[config.mk]
export PLATFORM = sky130hd
export DESIGN_NAME = synth_prog_if
export DESIGN_NICKNAME = d
export VERILOG_FILES = /design/src/rtl/synth_prog_pkg.sv /design/src/rtl/edge_sync.sv /design/src/rtl/serial_shifter.sv /design/src/rtl/xfer_decode.sv /design/src/rtl/cfg_latch_bank.sv /design/src/rtl/synth_prog_if.sv
export SDC_FILE = /design/constraint.sdc
export NUM_CORES = 1
export LEC_CHECK = 0
export CAP_MARGIN = 20
export CELL_PAD_IN_SITES_DETAIL_PLACEMENT = 1
export CELL_PAD_IN_SITES_GLOBAL_PLACEMENT = 1
export CORE_MARGIN = 3
export CORE_UTILIZATION = 30
export CTS_CLUSTER_DIAMETER = 80
export DETAILED_ROUTE_END_ITERATION = 8
export HOLD_SLACK_MARGIN = 0.02
export PLACE_DENSITY = 0.68
export SYNTH_ARGS = -nofsm -noshare
export SYNTH_HDL_FRONTEND = slang
export SYNTH_HIERARCHICAL = 1
export SYNTH_SLANG_ARGS = --single-unit
[constraint.sdc]
create_clock -name clk -period 1.7 [get_ports clk]
set_input_delay 0.34 -clock clk [delete_from_list [all_inputs] [get_ports clk]]
set_output_delay 0.34 -clock clk [all_outputs]
set_load 0.05 [all_outputs]
[src/rtl/synth_prog_pkg.sv]
package synth_prog_pkg;

   typedef enum logic [1:0] {
      XFER_NONE    = 2'd0,
      XFER_REF     = 2'd1,
      XFER_REF_BAD = 2'd2,
      XFER_DIV     = 2'd3
   } xfer_kind_e;

   function automatic int unsigned max_u(input int unsigned a, input int unsigned b);
      return (a > b) ? a : b;
   endfunction

endpackage

[src/rtl/edge_sync.sv]
module edge_sync #(
   parameter int unsigned STAGES = 2
) (
   input  logic clk,
   input  logic rst_n,
   input  logic async_in,
   output logic level,
   output logic rise
);
   logic [STAGES-1:0] chain;
   logic              last_q;

   genvar gi;
   generate
      for (gi = 0; gi < STAGES; gi++) begin : g_stage
         if (gi == 0) begin : g_first
            always_ff @(posedge clk or negedge rst_n) begin
               if (!rst_n) chain[gi] <= 1'b0;
               else        chain[gi] <= async_in;
            end
         end else begin : g_next
            always_ff @(posedge clk or negedge rst_n) begin
               if (!rst_n) chain[gi] <= 1'b0;
               else        chain[gi] <= chain[gi-1];
            end
         end
      end
   endgenerate

   always_ff @(posedge clk or negedge rst_n) begin
      if (!rst_n) last_q <= 1'b0;
      else        last_q <= chain[STAGES-1];
   end

   assign level = chain[STAGES-1];
   assign rise  = chain[STAGES-1] & ~last_q;
endmodule

[src/rtl/serial_shifter.sv]
module serial_shifter #(
   parameter int unsigned SR_W = 19
) (
   input  logic            clk,
   input  logic            rst_n,
   input  logic            shift_en,
   input  logic            bit_in,
   output logic [SR_W-1:0] sr
);
   always_ff @(posedge clk or negedge rst_n) begin
      if (!rst_n)        sr <= '0;
      else if (shift_en) sr <= {sr[SR_W-2:0], bit_in};
   end
endmodule

[src/rtl/xfer_decode.sv]
module xfer_decode
   import synth_prog_pkg::*;
#(
   parameter int unsigned SR_W  = 19,
   parameter int unsigned R_W   = 14,
   parameter int unsigned R_MIN = 8
) (
   input  logic            load,
   input  logic [SR_W-1:0] sr,
   output xfer_kind_e      kind
);
   localparam logic [R_W-1:0] R_FLOOR = R_W'(R_MIN);

   logic [R_W-1:0] r_field;
   assign r_field = sr[R_W:1];

   always_comb begin
      kind = XFER_NONE;
      if (load) begin
         if (!sr[0])               kind = XFER_DIV;
         else if (r_field < R_FLOOR) kind = XFER_REF_BAD;
         else                      kind = XFER_REF;
      end
   end
endmodule

[src/rtl/cfg_latch_bank.sv]
module cfg_latch_bank
   import synth_prog_pkg::*;
#(
   parameter int unsigned SR_W       = 19,
   parameter int unsigned R_W        = 14,
   parameter int unsigned A_W        = 7,
   parameter int unsigned N_W        = 11,
   parameter int unsigned R_MIN      = 8,
   parameter bit          ERR_STICKY = 1'b0
) (
   input  logic            clk,
   input  logic            rst_n,
   input  xfer_kind_e      kind,
   input  logic [SR_W-1:0] sr,
   output logic [R_W-1:0]  ref_ratio,
   output logic            presc_sel,
   output logic [A_W-1:0]  swallow_cnt,
   output logic [N_W-1:0]  main_cnt,
   output logic            cfg_err
);
   localparam int unsigned SW_POS = R_W + 1;
   localparam int unsigned N_LO   = A_W + 1;
   localparam int unsigned N_HI   = A_W + N_W;

   always_ff @(posedge clk or negedge rst_n) begin
      if (!rst_n) begin
         ref_ratio <= R_W'(R_MIN);
         presc_sel <= 1'b0;
      end else if (kind == XFER_REF) begin
         ref_ratio <= sr[R_W:1];
         presc_sel <= sr[SW_POS];
      end
   end

   always_ff @(posedge clk or negedge rst_n) begin
      if (!rst_n) begin
         swallow_cnt <= '0;
         main_cnt    <= '0;
      end else if (kind == XFER_DIV) begin
         swallow_cnt <= sr[A_W:1];
         main_cnt    <= sr[N_HI:N_LO];
      end
   end

   generate
      if (ERR_STICKY) begin : g_err_sticky
         always_ff @(posedge clk or negedge rst_n) begin
            if (!rst_n)                    cfg_err <= 1'b0;
            else if (kind == XFER_REF_BAD) cfg_err <= 1'b1;
         end
      end else begin : g_err_clearable
         always_ff @(posedge clk or negedge rst_n) begin
            if (!rst_n)                    cfg_err <= 1'b0;
            else if (kind == XFER_REF_BAD) cfg_err <= 1'b1;
            else if (kind == XFER_REF)     cfg_err <= 1'b0;
         end
      end
   endgenerate
endmodule

[src/rtl/synth_prog_if.sv]
module synth_prog_if
   import synth_prog_pkg::*;
#(
   parameter int unsigned R_W         = 14,
   parameter int unsigned A_W         = 7,
   parameter int unsigned N_W         = 11,
   parameter int unsigned R_MIN       = 8,
   parameter int unsigned SYNC_STAGES = 2,
   parameter bit          ERR_STICKY  = 1'b0
) (
   input  logic           clk,
   input  logic           rst_n,
   input  logic           ser_clk,
   input  logic           ser_data,
   input  logic           ser_le,
   output logic [R_W-1:0] ref_ratio,
   output logic           presc_sel,
   output logic [A_W-1:0] swallow_cnt,
   output logic [N_W-1:0] main_cnt,
   output logic           cfg_err
);
   localparam int unsigned SR_W = max_u(R_W + 1, A_W + N_W) + 1;

   generate
      if (SYNC_STAGES < 2) begin : g_bad_sync
         $error("SYNC_STAGES must be at least 2");
      end
      if (R_MIN < 1 || R_MIN >= (1 << R_W)) begin : g_bad_rmin
         $error("R_MIN must lie within the reference field range");
      end
      if (R_W < 2 || A_W < 1 || N_W < 1) begin : g_bad_width
         $error("field widths too small");
      end
   endgenerate

   logic            clk_lvl, clk_rise;
   logic            le_lvl, le_rise;
   logic            dat_lvl, dat_rise;
   logic [SR_W-1:0] sr;
   xfer_kind_e      kind;

   edge_sync #(.STAGES(SYNC_STAGES)) i_sync_clk (
      .clk(clk), .rst_n(rst_n), .async_in(ser_clk), .level(clk_lvl), .rise(clk_rise));

   edge_sync #(.STAGES(SYNC_STAGES)) i_sync_le (
      .clk(clk), .rst_n(rst_n), .async_in(ser_le), .level(le_lvl), .rise(le_rise));

   edge_sync #(.STAGES(SYNC_STAGES)) i_sync_dat (
      .clk(clk), .rst_n(rst_n), .async_in(ser_data), .level(dat_lvl), .rise(dat_rise));

   serial_shifter #(.SR_W(SR_W)) i_shift (
      .clk(clk), .rst_n(rst_n), .shift_en(clk_rise), .bit_in(dat_lvl), .sr(sr));

   xfer_decode #(.SR_W(SR_W), .R_W(R_W), .R_MIN(R_MIN)) i_dec (
      .load(le_rise), .sr(sr), .kind(kind));

   cfg_latch_bank #(
      .SR_W(SR_W), .R_W(R_W), .A_W(A_W), .N_W(N_W),
      .R_MIN(R_MIN), .ERR_STICKY(ERR_STICKY)
   ) i_latch (
      .clk(clk), .rst_n(rst_n), .kind(kind), .sr(sr),
      .ref_ratio(ref_ratio), .presc_sel(presc_sel),
      .swallow_cnt(swallow_cnt), .main_cnt(main_cnt), .cfg_err(cfg_err));

   logic unused_lvls;
   assign unused_lvls = clk_lvl ^ le_lvl ^ dat_rise;
endmodule

# Yosys cells after proc, flatten, opt, wreduce, memory -nomap -nowiden
# Index checks and enable logic that the tools add are counted.
# word_totals
ff_bits	61
inputBits	5
latch_bits	0
output_inout_bits	34
rom_bits	0
ram_bits	0
n_memories	0
# op_classes
muxes	5
magnitude_cmp	1
n_shift	0
div	0
addsub	0
n_eq_ne	3
n_bitwise	4
n_reduce_logical	1
mul	0
# op_table
op	count
$lt A14 B4 Y1 const B	1
$mux W2	3
$eq A2 B2 Y1 const B	2
$and A1 B1 Y1	2
$eq A2 B1 Y1 const B	1
$mux W1	2
$not A1 Y1	2
$reduce_bool A2 Y1	1

# Logic depth before layout (Yosys ltp)
# Gate-level depths: netlist (run 1).
# logic_depth
depth_word	7
depth_mapped	8
mapped_depth_nobuf	6

# Modules after synthesis
# Netlist (run 1), hierarchy kept.
# by_module_without_submodules
module	cells_per_inst	n_inst	area_per_inst_um2
cfg_latch_bank	77	1	1408.9
serial_shifter	40	1	758.2
edge_sync	4	3	88.8
xfer_decode	7	1	58.8

# Worst setup path after synthesis (run 1)
# OpenSTA, ideal clock, no wires.
# synth_timing
kind	register -> register
startpoint	reg i_shift.sr[10]
endpoint	reg i_latch.ref_ratio[0]
path_stages_with_launch	8
path_slack_ns	-0.125
setup_time_ns	0.125
t_arrival_ns	1.700
required_ns	1.575
n_path_buf	2
cell_sequence	dfrtp_1 > nor4_2 > a41o_1 > inv_1 > ha_1 > buf_6 > buf_6 > mux2_4
# synth_between
elab_chain_cells	5
# synth_rtl
item	line_no	rtl
start: declaration	serial_shifter.sv:8	output logic [SR_W-1:0] sr
start signal: assignment	serial_shifter.sv:12	else if (shift_en) sr <= {sr[SR_W-2:0], bit_in};
$lt A14 B4 Y1	xfer_decode.sv:21	else if (r_field < R_FLOOR) kind = XFER_REF_BAD;
$mux W2	xfer_decode.sv:21	
$mux W2	xfer_decode.sv:20	if (!sr[0]) kind = XFER_DIV;
$mux W2	xfer_decode.sv:19	if (load) begin
net kind[1]	synth_prog_if.sv:40	xfer_kind_e kind;
$eq A2 B1 Y1	cfg_latch_bank.sv:29	end else if (kind == XFER_REF) begin
end signal: assignment	cfg_latch_bank.sv:27	ref_ratio <= R_W'(R_MIN);
end signal: assignment	cfg_latch_bank.sv:30	ref_ratio <= sr[R_W:1];
end: declaration	cfg_latch_bank.sv:15	output logic [R_W-1:0] ref_ratio,
# The timed path passes the listed nets, and every way through them passes these cells.
# A chain may end at the register's enable or synchronous reset.

# Final worst setup path (run 1)
# layout_timing
startpoint	reg i_shift.sr[7]
endpoint	reg i_latch.ref_ratio[1]
# Same word-level chain as after synthesis.

==> results of run 1 <==
==> per-stage QoR <==
step | util [%] | hold slack, ps | setup TNS (ps) | std cells
finish | 42.6 | 356 | -4550 | 309
global route | 42.6 | 368 | -8010 | 309
CTS | 41.0 | 358 | -4420 | 301
detailed placement | 37.7 | 343 | -6570 | 284
global placement | 37.7 | 339 | -5230 | 284
floorplan | - | 44.4 | -2220 | 134
==> routing by layer <==
layer / routed length, um / part of all wire (%) / vias to the layer above
met5: 0 / 0 / -
met4: 59 / 1.2 / 0
met3: 265 / 5.5 / 6
met2: 2290 / 47 / 37
met1: 2240 / 46 / 687
li1: - / - / 604
==> how the worst min path moves through the flow <==
stage	from	end	cells past startpoint
floorplan	rst_n	i_latch/cfg_err$_DFFE_PN0P_	0
global placement	i_sync_dat/chain[0]$_DFF_PN0_	i_sync_dat/level$_DFF_PN0_	0
detailed placement	i_sync_le/chain[0]$_DFF_PN0_	i_sync_le/level$_DFF_PN0_	0
CTS	i_sync_dat/chain[0]$_DFF_PN0_	i_sync_dat/level$_DFF_PN0_	0
global route	i_sync_clk/chain[0]$_DFF_PN0_	i_sync_clk/level$_DFF_PN0_	0
finish	i_sync_dat/chain[0]$_DFF_PN0_	i_sync_dat/level$_DFF_PN0_	0
==> power groups by stage <==
stage | Clock [uW] | Combinational (uW) | Sequential, uW
after global routing | 1320 | 2940 | 2370
after global placement | 0 | 2610 | 2250
final | 1210 | 2780 | 2300
after CTS | 1250 | 2690 | 2290
after detailed placement | 0 | 2640 | 2280
after floorplan | 0 | 700 | 3250
==> state kept, by name (all words and copies together) (netlist names) <==
| signal | flops |
|---|---|
| i_latch/cfg_err | 1 |
| i_latch/main_cnt | 11 |
| i_latch/presc_sel | 1 |
| i_latch/ref_ratio | 14 |
| i_latch/swallow_cnt | 7 |
| i_shift/sr | 19 |
| i_sync_clk/chain | 1 |
| i_sync_clk/last_q | 1 |
| i_sync_clk/level | 1 |
| i_sync_dat/chain | 1 |
| i_sync_dat/level | 1 |
| i_sync_le/chain | 1 |
| i_sync_le/last_q | 1 |
| i_sync_le/level | 1 |
==> area by class of cell <==
class,instances,area share (%)
Clock inverter,5,1.57
Timing Repair Buffer,63,17.0
Multi-Input combinational cell,64,27.6
Tap cell,102,3.82
Inverter,3,0.337
Clock buffer,11,3.93
Sequential cell,61,45.7
==> timing repair <==
| item | CTS | global route |
|---|---|---|
| buffers inserted | 1 | 7 |
| endpoints found under the setup margin | 34 | 34 |
| gates cloned | 0 | 1 |
| hold endpoints to repair | 19 | 0 |
| pin swaps | 3 | 4 |
| hold buffers | 1 | 0 |
| resized for setup | 8 | 10 |
==> results.md, run 1 <==
* Status: complete, but fails checks
* Violated checks: setup timing
* Die Span Y at approximately 96 um
* Clock tree buffer depth at 2
* Vias post-DR at between 1000 and 1500
* Buf/Inv on CP at 3
* Total Power at 6290 uW
* Largest net degree at the start of global routing at just over 60
* Switching share of power at 39.2%
* TritonCTS Buffers at 9
* Clock transition at path regs at ~70 ps
* Critical Path Max Stage Delay at approximately 410 ps
* Critical path startpoint: i_shift/sr[7]$_DFFE_PN0P_
* Drt pass-1 iters at 4
* P_sw at approximately 2500 uW
* Total track usage at 11.1%
* Share of post-route cells with drive strength above 1 at around two thirds
* Vias in the first global route at 1397
* Met1 Track Usage GR at between 10% and 20%
* Fill cells at roughly 790
* Sequential cell area at around 0.0015 mm2
* Crit path capture type: register
* Top Family by Delay on Critical Path: flip-flops
* Nets at 210
* Cell Area, Placed at roughly 0.003 mm2
* Sequential share of power at a little under two fifths
* Pleak at around 0.0016 uW
* Antenna violations before repair at 0
* Reg2Reg Depth at 7
* PD cells at roughly 1900 mW/mm2
* Final Skew at between 8 and 9 ps
* Vias/cell at between 4 and 5
* CTS H-Tree Depth at 3
* CP Class: register to register
* Initial core utilization at 31.3%
* R2R setup slack at -160 ps
* Power share of the combinational group at 44.2%
* Worst-path cell chain: nor4_4 > a41o_1 > buf_4 > inv_2 > ha_4 > buf_8 > mux2_4
* Root buf cell: clkbuf_8
* Clk_lat worst skew at about 330 ps
* VDD IR max at between 0.0007 and 0.0008 V
* Commonest cells after routing, fill and taps aside: 60 x dfrtp_1, 50 x buf_4, 32 x mux2_4, 21 x mux2_2, 9 x clkbuf_8
* Req. time, crit path at between 1500 and 2000 ps
* Final HPWL DP at roughly 3000 um
* Fin. Hold Viols at 0
* Syn Area/Cell at roughly 18 um2
* CP max stage cell: dfrtp_1
* Mapped cell area at around 0.0025 mm2
* FF-to-FF End: i_latch/ref_ratio[1]$_DFFE_PN0N_
* RSZ-0062 raised after global routing: true
* Antenna Cells at 0
* Max-Cap Viols at 0
* Routability cong. at ~0.76
* Core Box Area at around 0.0078 mm2
* # rows at 32
* Slew HR at around four fifths
* Synth Warn # at 6
* FF-to-FF Start: i_shift/sr[7]$_DFFE_PN0P_
* Multi-input gate area at approximately 920 um2
* Area grow syn2layout at 36.1%
* Clk pwr share at a little under a fifth
* CTS sink count at a little over 60
* Wire per inst at approximately 16 um
* Design Area, Final at about 0.0033 mm2
* First DRT Iteration DRCs at between 50 and 60
* Post-place setup slack at -259 ps
* Pins Over Slew Limit at 0
* DRC viols at 0
* Worst Path Max Fanout at 8
* Post-route setup slack at -163 ps
* Most common cell after layout, fill and taps aside: dfrtp_1
* First-pass GRT wire length at approximately 7600 um
* Setup crit end: i_latch/ref_ratio[1]$_DFFE_PN0N_
* Mapped Nets at about 140
* Final ANT Viol Nets at 0
* CP Depth at 7
* Ports at 39
* Gr busiest metal: met2
* Fmax at about 0.54 GHz
* CTS tree: built
* WL final at ~4900 um
* IO buf count at 38
* HP Class: register to register
* GRT Residual Overflow at 0
* Met3 usage at between 4 and 5%
* Synth Instances at approximately 130
* Cell Int Power at 3820 uW
* Worst Tran Pin Value at approximately 320 ps
* Final Critical Period at around 1900 ps
* Die area at 0.00930 mm2
* Global-route track usage on met2 at 16.8%
* Worst EP arrival at 2080 ps
* CP startpoint kind: register
* Setup Viol. Count Final at 34
* Period utilization at 110%
* Die width at 96.4 um
Note: power is estimated with default switching activity, not from simulation.
==> inputs of run 2 (changes only) <==
Settings changed: CTS_CLUSTER_SIZE from default to 8.
==> results of run 2 <==
The final DEF is identical to that of run 1; final timing and power are the same.
==> inputs of run 3 (changes only) <==
Settings changed: ABC_CLOCK_PERIOD_IN_PS from default to 1700.
==> results of run 3 <==
The final DEF is identical to that of run 1; final timing and power are the same.
